===== src/rtl/console_pkg.sv =====
package console_pkg;

  typedef enum logic [1:0] {
    KEY_OFF  = 2'd0,
    KEY_ON   = 2'd1,
    KEY_PROG = 2'd2,
    KEY_LOCK = 2'd3
  } key_e;

  // command bit positions, lowest index has highest priority
  localparam int NCMD        = 9;
  localparam int CMD_MCLR    = 0;
  localparam int CMD_HALT    = 1;
  localparam int CMD_RUN     = 2;
  localparam int CMD_SET_ST  = 3;
  localparam int CMD_SET_L   = 4;
  localparam int CMD_SET_REG = 5;
  localparam int CMD_STORE   = 6;
  localparam int CMD_INC_ST  = 7;
  localparam int CMD_SW_CLR  = 8;

  localparam logic [NCMD-1:0] MASK_ALL     = 9'b1_1111_1111;
  localparam logic [NCMD-1:0] MASK_RUNNING = 9'b1_0000_0111;
  localparam logic [NCMD-1:0] MASK_PROG    = 9'b1_0000_0110;

  // status word layout
  localparam int ST_W     = 5;
  localparam int ST_CARRY = 0;
  localparam int ST_OVF   = 1;
  localparam int ST_PERR  = 2;
  localparam int ST_HALT  = 3;
  localparam int ST_IDIS  = 4;
  localparam logic [ST_W-1:0] ST_CLEARED = 5'b11000;

  // which commands the key position and run state let through
  function automatic logic [NCMD-1:0] cmd_allow(input key_e k, input logic halted);
    case (k)
      KEY_ON:   return halted ? MASK_ALL : MASK_RUNNING;
      KEY_PROG: return MASK_PROG;
      default:  return '0;
    endcase
  endfunction

  // operator status edit: halt flag always kept from the old word
  function automatic logic [ST_W-1:0] merge_status(input logic [ST_W-1:0] old_st,
                                                   input logic [ST_W-1:0] sw_bits);
    logic [ST_W-1:0] r;
    r          = sw_bits;
    r[ST_HALT] = old_st[ST_HALT];
    return r;
  endfunction

endpackage


===== src/rtl/btn_sync.sv =====
module btn_sync #(
  parameter int W = 1
) (
  input  logic         clk,
  input  logic         rst_n,
  input  logic [W-1:0] btn,
  output logic [W-1:0] rise
);

  for (genvar i = 0; i < W; i++) begin : g_bit
    logic s1, s2, prev;
    always_ff @(posedge clk or negedge rst_n) begin
      if (!rst_n) begin
        s1   <= 1'b0;
        s2   <= 1'b0;
        prev <= 1'b0;
      end else begin
        s1   <= btn[i];
        s2   <= s1;
        prev <= s2;
      end
    end
    assign rise[i] = s2 & ~prev;
  end

endmodule


===== src/rtl/cmd_arbiter.sv =====
module cmd_arbiter #(
  parameter int N = 9
) (
  input  logic [N-1:0] req,
  output logic [N-1:0] grant
);

  always_comb begin
    logic found;
    found = 1'b0;
    grant = '0;
    for (int i = 0; i < N; i++) begin
      if (req[i] && !found) begin
        grant[i] = 1'b1;
        found    = 1'b1;
      end
    end
  end

endmodule


===== src/rtl/console_seq.sv =====
module console_seq
  import console_pkg::*;
#(
  parameter  int DW     = 16,
  parameter  int N_REGS = 5,
  localparam int SEL_W  = $clog2(N_REGS)
) (
  input  logic             clk,
  input  logic             rst_n,
  input  logic [1:0]       key_mode,
  input  logic [DW-1:0]    data_btn,
  input  logic [NCMD-1:0]  cmd_btn,
  input  logic             lamp_test,
  input  logic [SEL_W-1:0] reg_sel,
  input  logic [DW-1:0]    l_value,
  input  logic             line_tick,
  input  logic             refresh_inhibit,
  input  logic             halt_instr,
  input  logic             wake_irq,
  output logic [DW-1:0]    sw_reg,
  output logic             reg_we,
  output logic [SEL_W-1:0] reg_wsel,
  output logic [DW-1:0]    reg_wdata,
  output logic             l_we,
  output logic [DW-1:0]    l_wdata,
  output logic             mem_we,
  output logic [DW-1:0]    mem_addr,
  output logic [DW-1:0]    mem_wdata,
  output logic [ST_W-1:0]  status,
  output logic             irq_disarm,
  output logic             disp_refresh,
  output logic             lamp_test_o
);

  function automatic logic [DW-1:0] next_addr(input logic [DW-1:0] a);
    return a + DW'(1);
  endfunction

  // named internal events
  logic [DW-1:0]   data_rise;
  logic [NCMD-1:0] cmd_rise;
  logic [NCMD-1:0] cmd_ok;
  logic [NCMD-1:0] grant;
  logic            halted;
  logic            data_ok;
  logic            sel_ok;
  logic            halt_evt;
  logic            wake_evt;
  logic            console_evt;
  logic            tick_evt;
  key_e            key;
  logic            lamp_s1, lamp_s2;

  logic [DW-1:0]   sw_d;
  logic [ST_W-1:0] st_d;
  logic [DW-1:0]   inc_addr;

  btn_sync #(.W(DW)) u_data_sync (
    .clk (clk), .rst_n (rst_n), .btn (data_btn), .rise (data_rise)
  );

  btn_sync #(.W(NCMD)) u_cmd_sync (
    .clk (clk), .rst_n (rst_n), .btn (cmd_btn), .rise (cmd_rise)
  );

  cmd_arbiter #(.N(NCMD)) u_arb (
    .req (cmd_rise & cmd_ok), .grant (grant)
  );

  assign key      = key_e'(key_mode);
  assign halted   = status[ST_HALT];
  assign cmd_ok   = cmd_allow(key, halted);
  assign data_ok  = (key == KEY_ON) || (key == KEY_PROG);
  assign sel_ok   = int'(reg_sel) < N_REGS;
  assign inc_addr = next_addr(l_value);

  assign halt_evt    = grant[CMD_HALT] | halt_instr;
  assign wake_evt    = grant[CMD_RUN] | wake_irq;
  assign console_evt = grant[CMD_SET_ST] | grant[CMD_SET_L] | grant[CMD_SET_REG]
                     | grant[CMD_STORE] | grant[CMD_INC_ST];
  assign tick_evt    = line_tick & ~halted & ~refresh_inhibit;

  always_comb begin
    sw_d = sw_reg;
    if (data_ok) begin
      if (grant[CMD_SW_CLR]) sw_d = '0;
      sw_d = sw_d | data_rise;
    end
  end

  always_comb begin
    st_d = status;
    if (grant[CMD_MCLR]) begin
      st_d = ST_CLEARED;
    end else begin
      if (grant[CMD_SET_ST]) st_d = merge_status(status, sw_reg[ST_W-1:0]);
      if (halt_evt)          st_d[ST_HALT] = 1'b1;
      else if (wake_evt)     st_d[ST_HALT] = 1'b0;
    end
  end

  always_ff @(posedge clk or negedge rst_n) begin
    if (!rst_n) begin
      sw_reg       <= '0;
      status       <= ST_CLEARED;
      reg_we       <= 1'b0;
      reg_wsel     <= '0;
      reg_wdata    <= '0;
      l_we         <= 1'b0;
      l_wdata      <= '0;
      mem_we       <= 1'b0;
      mem_addr     <= '0;
      mem_wdata    <= '0;
      irq_disarm   <= 1'b0;
      disp_refresh <= 1'b0;
      lamp_s1      <= 1'b0;
      lamp_s2      <= 1'b0;
    end else begin
      sw_reg       <= sw_d;
      status       <= st_d;
      reg_we       <= (grant[CMD_SET_REG] & sel_ok) | grant[CMD_STORE] | grant[CMD_INC_ST];
      reg_wsel     <= grant[CMD_SET_REG] ? reg_sel : '0;
      reg_wdata    <= sw_reg;
      l_we         <= grant[CMD_SET_L] | grant[CMD_INC_ST];
      l_wdata      <= grant[CMD_INC_ST] ? inc_addr : sw_reg;
      mem_we       <= grant[CMD_STORE] | grant[CMD_INC_ST];
      mem_addr     <= grant[CMD_INC_ST] ? inc_addr : l_value;
      mem_wdata    <= sw_reg;
      irq_disarm   <= grant[CMD_MCLR];
      disp_refresh <= tick_evt | halt_evt | console_evt;
      lamp_s1      <= lamp_test;
      lamp_s2      <= lamp_s1;
    end
  end

  assign lamp_test_o = lamp_s2 & (key != KEY_OFF);

endmodule


===== config.mk =====
export PLATFORM = sky130hd
export DESIGN_NAME = console_seq
export DESIGN_NICKNAME = d
export VERILOG_FILES = /design/src/rtl/console_pkg.sv /design/src/rtl/btn_sync.sv /design/src/rtl/cmd_arbiter.sv /design/src/rtl/console_seq.sv
export SDC_FILE = /design/constraint.sdc
export NUM_CORES = 1
export LEC_CHECK = 0
export CORE_UTILIZATION = 45
export DETAILED_ROUTE_END_ITERATION = 6
export PLACE_DENSITY = 0.8
export SKIP_LAST_GASP = 1
export SLEW_MARGIN = 10
export SYNTH_ARGS = -nofsm -noshare
export SYNTH_HDL_FRONTEND = slang
export SYNTH_HIERARCHICAL = 1
export SYNTH_SLANG_ARGS = --single-unit

===== constraint.sdc =====
create_clock -name clk -period 2.5 [get_ports clk]
set_input_delay 0.25 -clock clk [delete_from_list [all_inputs] [get_ports clk]]
set_output_delay 0.25 -clock clk [all_outputs]
set_load 0.1 [all_outputs]

==> impl_results.rst <==
.. list-table::
   :header-rows: 1

   * - Metric
     - Value
   * - Status
     - completed
   * - Commonest non-fill, non-tap cell in the layout
     - dfrtp_1
   * - Highest routing layer actually used
     - met4
   * - Count of unresolved DRC violations after routing
     - 0
   * - Critical Path Start
     - key_mode[0]
   * - Post-Route Skew
     - just over 0.007 ns
   * - Share of power burned in the clock network
     - 0.300
   * - Data required, critical path
     - ~2.8 ns
   * - Largest family of logic cells by synthesized area
     - simple AND/OR/NAND/NOR gates
   * - All-Layer GR Usage
     - 0.185
   * - Endpoint type of the worst setup path
     - register
   * - I/O pin count
     - approximately 150
   * - Compound-cell area share of the yosys netlist
     - 0.0461
   * - Cell at the root of the clock tree
     - clkbuf_16
   * - Inserted Diodes
     - 0
   * - Hold Vio Cnt, Final
     - 0
   * - Highest-count cells in the layout ignoring fill and taps
     - dfrtp_1, buf_4, clkdlybuf4s50_1, nor2b_4
   * - Number of cells on the worst reg-to-reg path
     - 9
   * - Clock network latency to the later pin of the worst-skew pair
     - 0.41 ns
   * - Maximum buffer depth of the clock tree
     - 2
   * - Portion of netlist area occupied by mux cells
     - 0.00705
   * - Portion of total power attributed to combinational logic
     - 0.346
   * - Area taken by multi-input logic gates
     - about 0.0016 mm²
   * - Placed cell count
     - 697
   * - Top FF cell, synth
     - dfrtp_1
   * - Wire length on met1
     - 4820 µm
   * - GRT overflow
     - 0
   * - Hold EP
     - u_data_sync/g_bit[12].s1
   * - Detailed route wirelength on metal3
     - 415 µm
   * - Final setup violation count
     - 0
   * - Layout cell share with drive strength beyond 1
     - 0.351
   * - Num rows
     - 40
   * - Worst path arrival time
     - between 2 and 3 ns
   * - Filler-free cell count of the finished design
     - 730
   * - Synthesized instance count
     - between 300 and 400
   * - Largest net degree at the start of global routing
     - 73
   * - Worst setup SP type
     - input pin
   * - Static leakage
     - about 3.5 nW
   * - Sequential cell area
     - around 0.0039 mm²
   * - Fraction of registers with async set/reset
     - 1.00
   * - Initial cell density of the core
     - 0.467
   * - Slew at the pin with the worst max-slew slack
     - ~0.64 ns
   * - # H-tree levels
     - 4
   * - Core outline area
     - approximately 0.012 mm²
   * - Number of setup buffers added after CTS
     - 0
   * - Clock Pin Slew Worst Setup and Hold Paths
     - ~0.06 ns
   * - Internal power
     - around 4.9 mW
   * - Peak Freq
     - between 400 and 500 MHz
   * - Post-synthesis adder-cell area fraction
     - 0.00882
   * - PwrDens
     - about 1100 mW/mm²
   * - Critical setup path kind
     - in -> reg
   * - Number of global-route vias before repair
     - between 3,000 and 4,000
   * - Max-slew violation count
     - 0
   * - Sw frac
     - 0.423
   * - Detailed-routed wire length on met2
     - 5920 µm
   * - Total number of nets in the final design
     - approximately 610
   * - Reg power frac
     - 0.353
   * - Critical-path maximum fanout
     - 4
   * - Capturing point of the worst reg2reg path
     - disp_refresh
   * - Number of clock sinks seen by CTS
     - ~150
   * - Number of CTS-inserted buffers
     - 17
   * - Wire length of the first global-routing pass
     - ~18,000 µm
   * - Net Sw Power
     - about 3.6 mW
   * - Gp weighted congestion
     - around 0.8
   * - HPWL after detailed placement
     - just over 8000 µm
   * - Slew margin rel.
     - 0.575
   * - Number of inserted filler cells in the final layout
     - 910
   * - Final routed wirelength across all metal layers
     - about 11,000 µm
   * - Iter 0 DRT Violations
     - around 140
   * - Post-Syn Area
     - 0.00568 mm²
   * - Remaining number of nets flagged by the antenna check after routing
     - 0
   * - HP Start
     - data_btn[12]
   * - Max-Cap Viols
     - 0
   * - Maximum ir drop on the vdd rail
     - about 0.6 mV
   * - Syn Area/Cell
     - 14.5 µm²
   * - Cell depth of the worst hold path
     - 1
   * - Setup repair after global routing missed its margin
     - yes
   * - Crit Reg-Reg Startpoint
     - status[3]
   * - Fin crit share
     - 0.972
   * - Number of synthesis warnings
     - 6
   * - Initial antenna violation count
     - 0
   * - Slack of the worst reg-to-reg path
     - around 0.22 ns
   * - Final sum of negative setup slack
     - 0 ns
   * - Number of distinct library cells after synthesis
     - 42
   * - DR pass1 iterations
     - 4
   * - Hold slack final
     - 0.272 ns
   * - Class of the tightest hold or removal check
     - in -> reg
   * - Synth Area in Simple Gates
     - 0.162
   * - Number of enable-type register cells in the synthesized netlist
     - 0
   * - Share of the synthesized netlist area taken by xor and xnor gates
     - 0.0448
   * - Drt wl/cell
     - roughly 16 µm
   * - Horizontal die dimension
     - roughly 110 µm
   * - Die area
     - between 0.01 and 0.015 mm²
   * - Synth Register Bits
     - around 150
   * - Vias per inst
     - around 4.7
   * - Post-route minimum period
     - 2.43 ns
   * - Syn-to-layout area delta
     - 36.0%
   * - Post-Syn Nets
     - approximately 450
   * - Register area share after synthesis
     - 0.679
   * - Number of buffers added on ports
     - about 150
   * - CTS tree
     - done
   * - Die Y
     - ~110 µm
   * - Routed via count
     - 3,457
[per-stage QoR]
stage	util	area (µm²)	power, mW	setup slack, ns
2_1_floorplan	-	5690	5.29	0.0479
3_3_place_gp	0.581	7070	5.91	-0.349
3_5_place_dp	0.581	7070	5.95	-0.445
4_1_cts	0.632	7680	8.51	0.0143
5_1_grt	0.635	7720	8.72	-0.0418
6_report	0.635	7720	8.44	0.0700
[worst max-delay path, cell delays in order]
cell	delay, ns
clkdlybuf4s50_1	0.48
inv_1	0.05
ha_1	0.30
and3_1	0.19
buf_4	0.15
and2_1	0.16
nor3_1	0.19
and3_2	0.26
buf_4	0.13
nand4_1	0.13
nor4_2	0.27
xor2_1	0.20
[Yosys cell counts, types with 2 or more instances]
cell type	n	area (µm²)
a22o_1	16	140
clkbuf_1	6	22.5
or2_2	2	12.5
and3_1	2	12.5
mux2i_1	4	40.0
nor3_1	10	50.1
dfrtp_1	152	3800
and2_1	13	81.3
nand3_1	9	45.0
nor2_1	22	82.6
and4_1	3	26.3
nor2b_1	3	18.8
xor2_1	8	70.1
clkbuf_2	2	10.0
nor2b_4	25	344
nor4_1	4	25.0
buf_4	22	165
buf_6	4	45.0
o21ai_0	3	15.0
nand4_1	5	31.3
nor4_2	2	25.0
nor3b_1	2	15.0
xnor2_1	21	184
a21oi_1	14	70.1
dfstp_2	2	52.6
nand2_1	11	41.3
ha_1	4	50.1
inv_1	7	26.3
[repair_timing]
| action | CTS | global route |
|---|---|---|
| hold buffers | 1 | 0 |
| resized for setup | 1 | 6 |
| pin swaps | 0 | 1 |
| setup endpoints to repair | 1 | 25 |
| hold endpoints to repair | 68 | 0 |
[routing by layer]
layer,up-vias,track usage
li1,1614,-
met1,1727,0.232
met2,96,0.301
met3,20,0.0418
met4,0,0.0987
met5,-,0
[cells by family (layout without fill, tap and decap cells)]
logic type               after synthesis  after routing
flip-flops                           154            154
multiplexers                           4              4
AND/OR/NAND/NOR                      121            121
AO/OA/AOI/OAI                         37             37
buffers and inverters                 43            213
adder cells (fa/ha/maj)                4              4
XOR/XNOR                              29             29
[cell type report]
cell class / instances / area share
well taps: 168 / 0.0272
repair buffers: 174 / 0.190
inverters: 7 / 0.00340
clock buffers: 19 / 0.0574
flip-flops and latches: 154 / 0.500
multi-input cells: 195 / 0.202
clock inverters: 13 / 0.0206
[power by group through the flow]
| stage | clock network [mW] | registers [mW] | logic [mW] |
|---|---|---|---|
| after floorplan | 0 | 4.50 | 0.788 |
| after global placement | 0 | 3.01 | 2.90 |
| after detailed placement | 0 | 3.03 | 2.92 |
| after CTS | 2.60 | 2.99 | 2.93 |
| after global routing | 2.71 | 3.01 | 3.00 |
| final | 2.54 | 2.98 | 2.92 |
[how the worst max path moves through the flow]
stage / endpoint / slack (ns) / depth (start not counted)
5_1_grt: mem_addr[14] / -0.04 / 12
3_5_place_dp: mem_addr[14] / -0.44 / 11
6_report: mem_addr[14] / 0.07 / 12
4_1_cts: mem_addr[14] / 0.01 / 11
3_3_place_gp: mem_addr[14] / -0.35 / 11
2_1_floorplan: sw_reg[4] / 0.05 / 10
(Power assumes the default switching activity.)
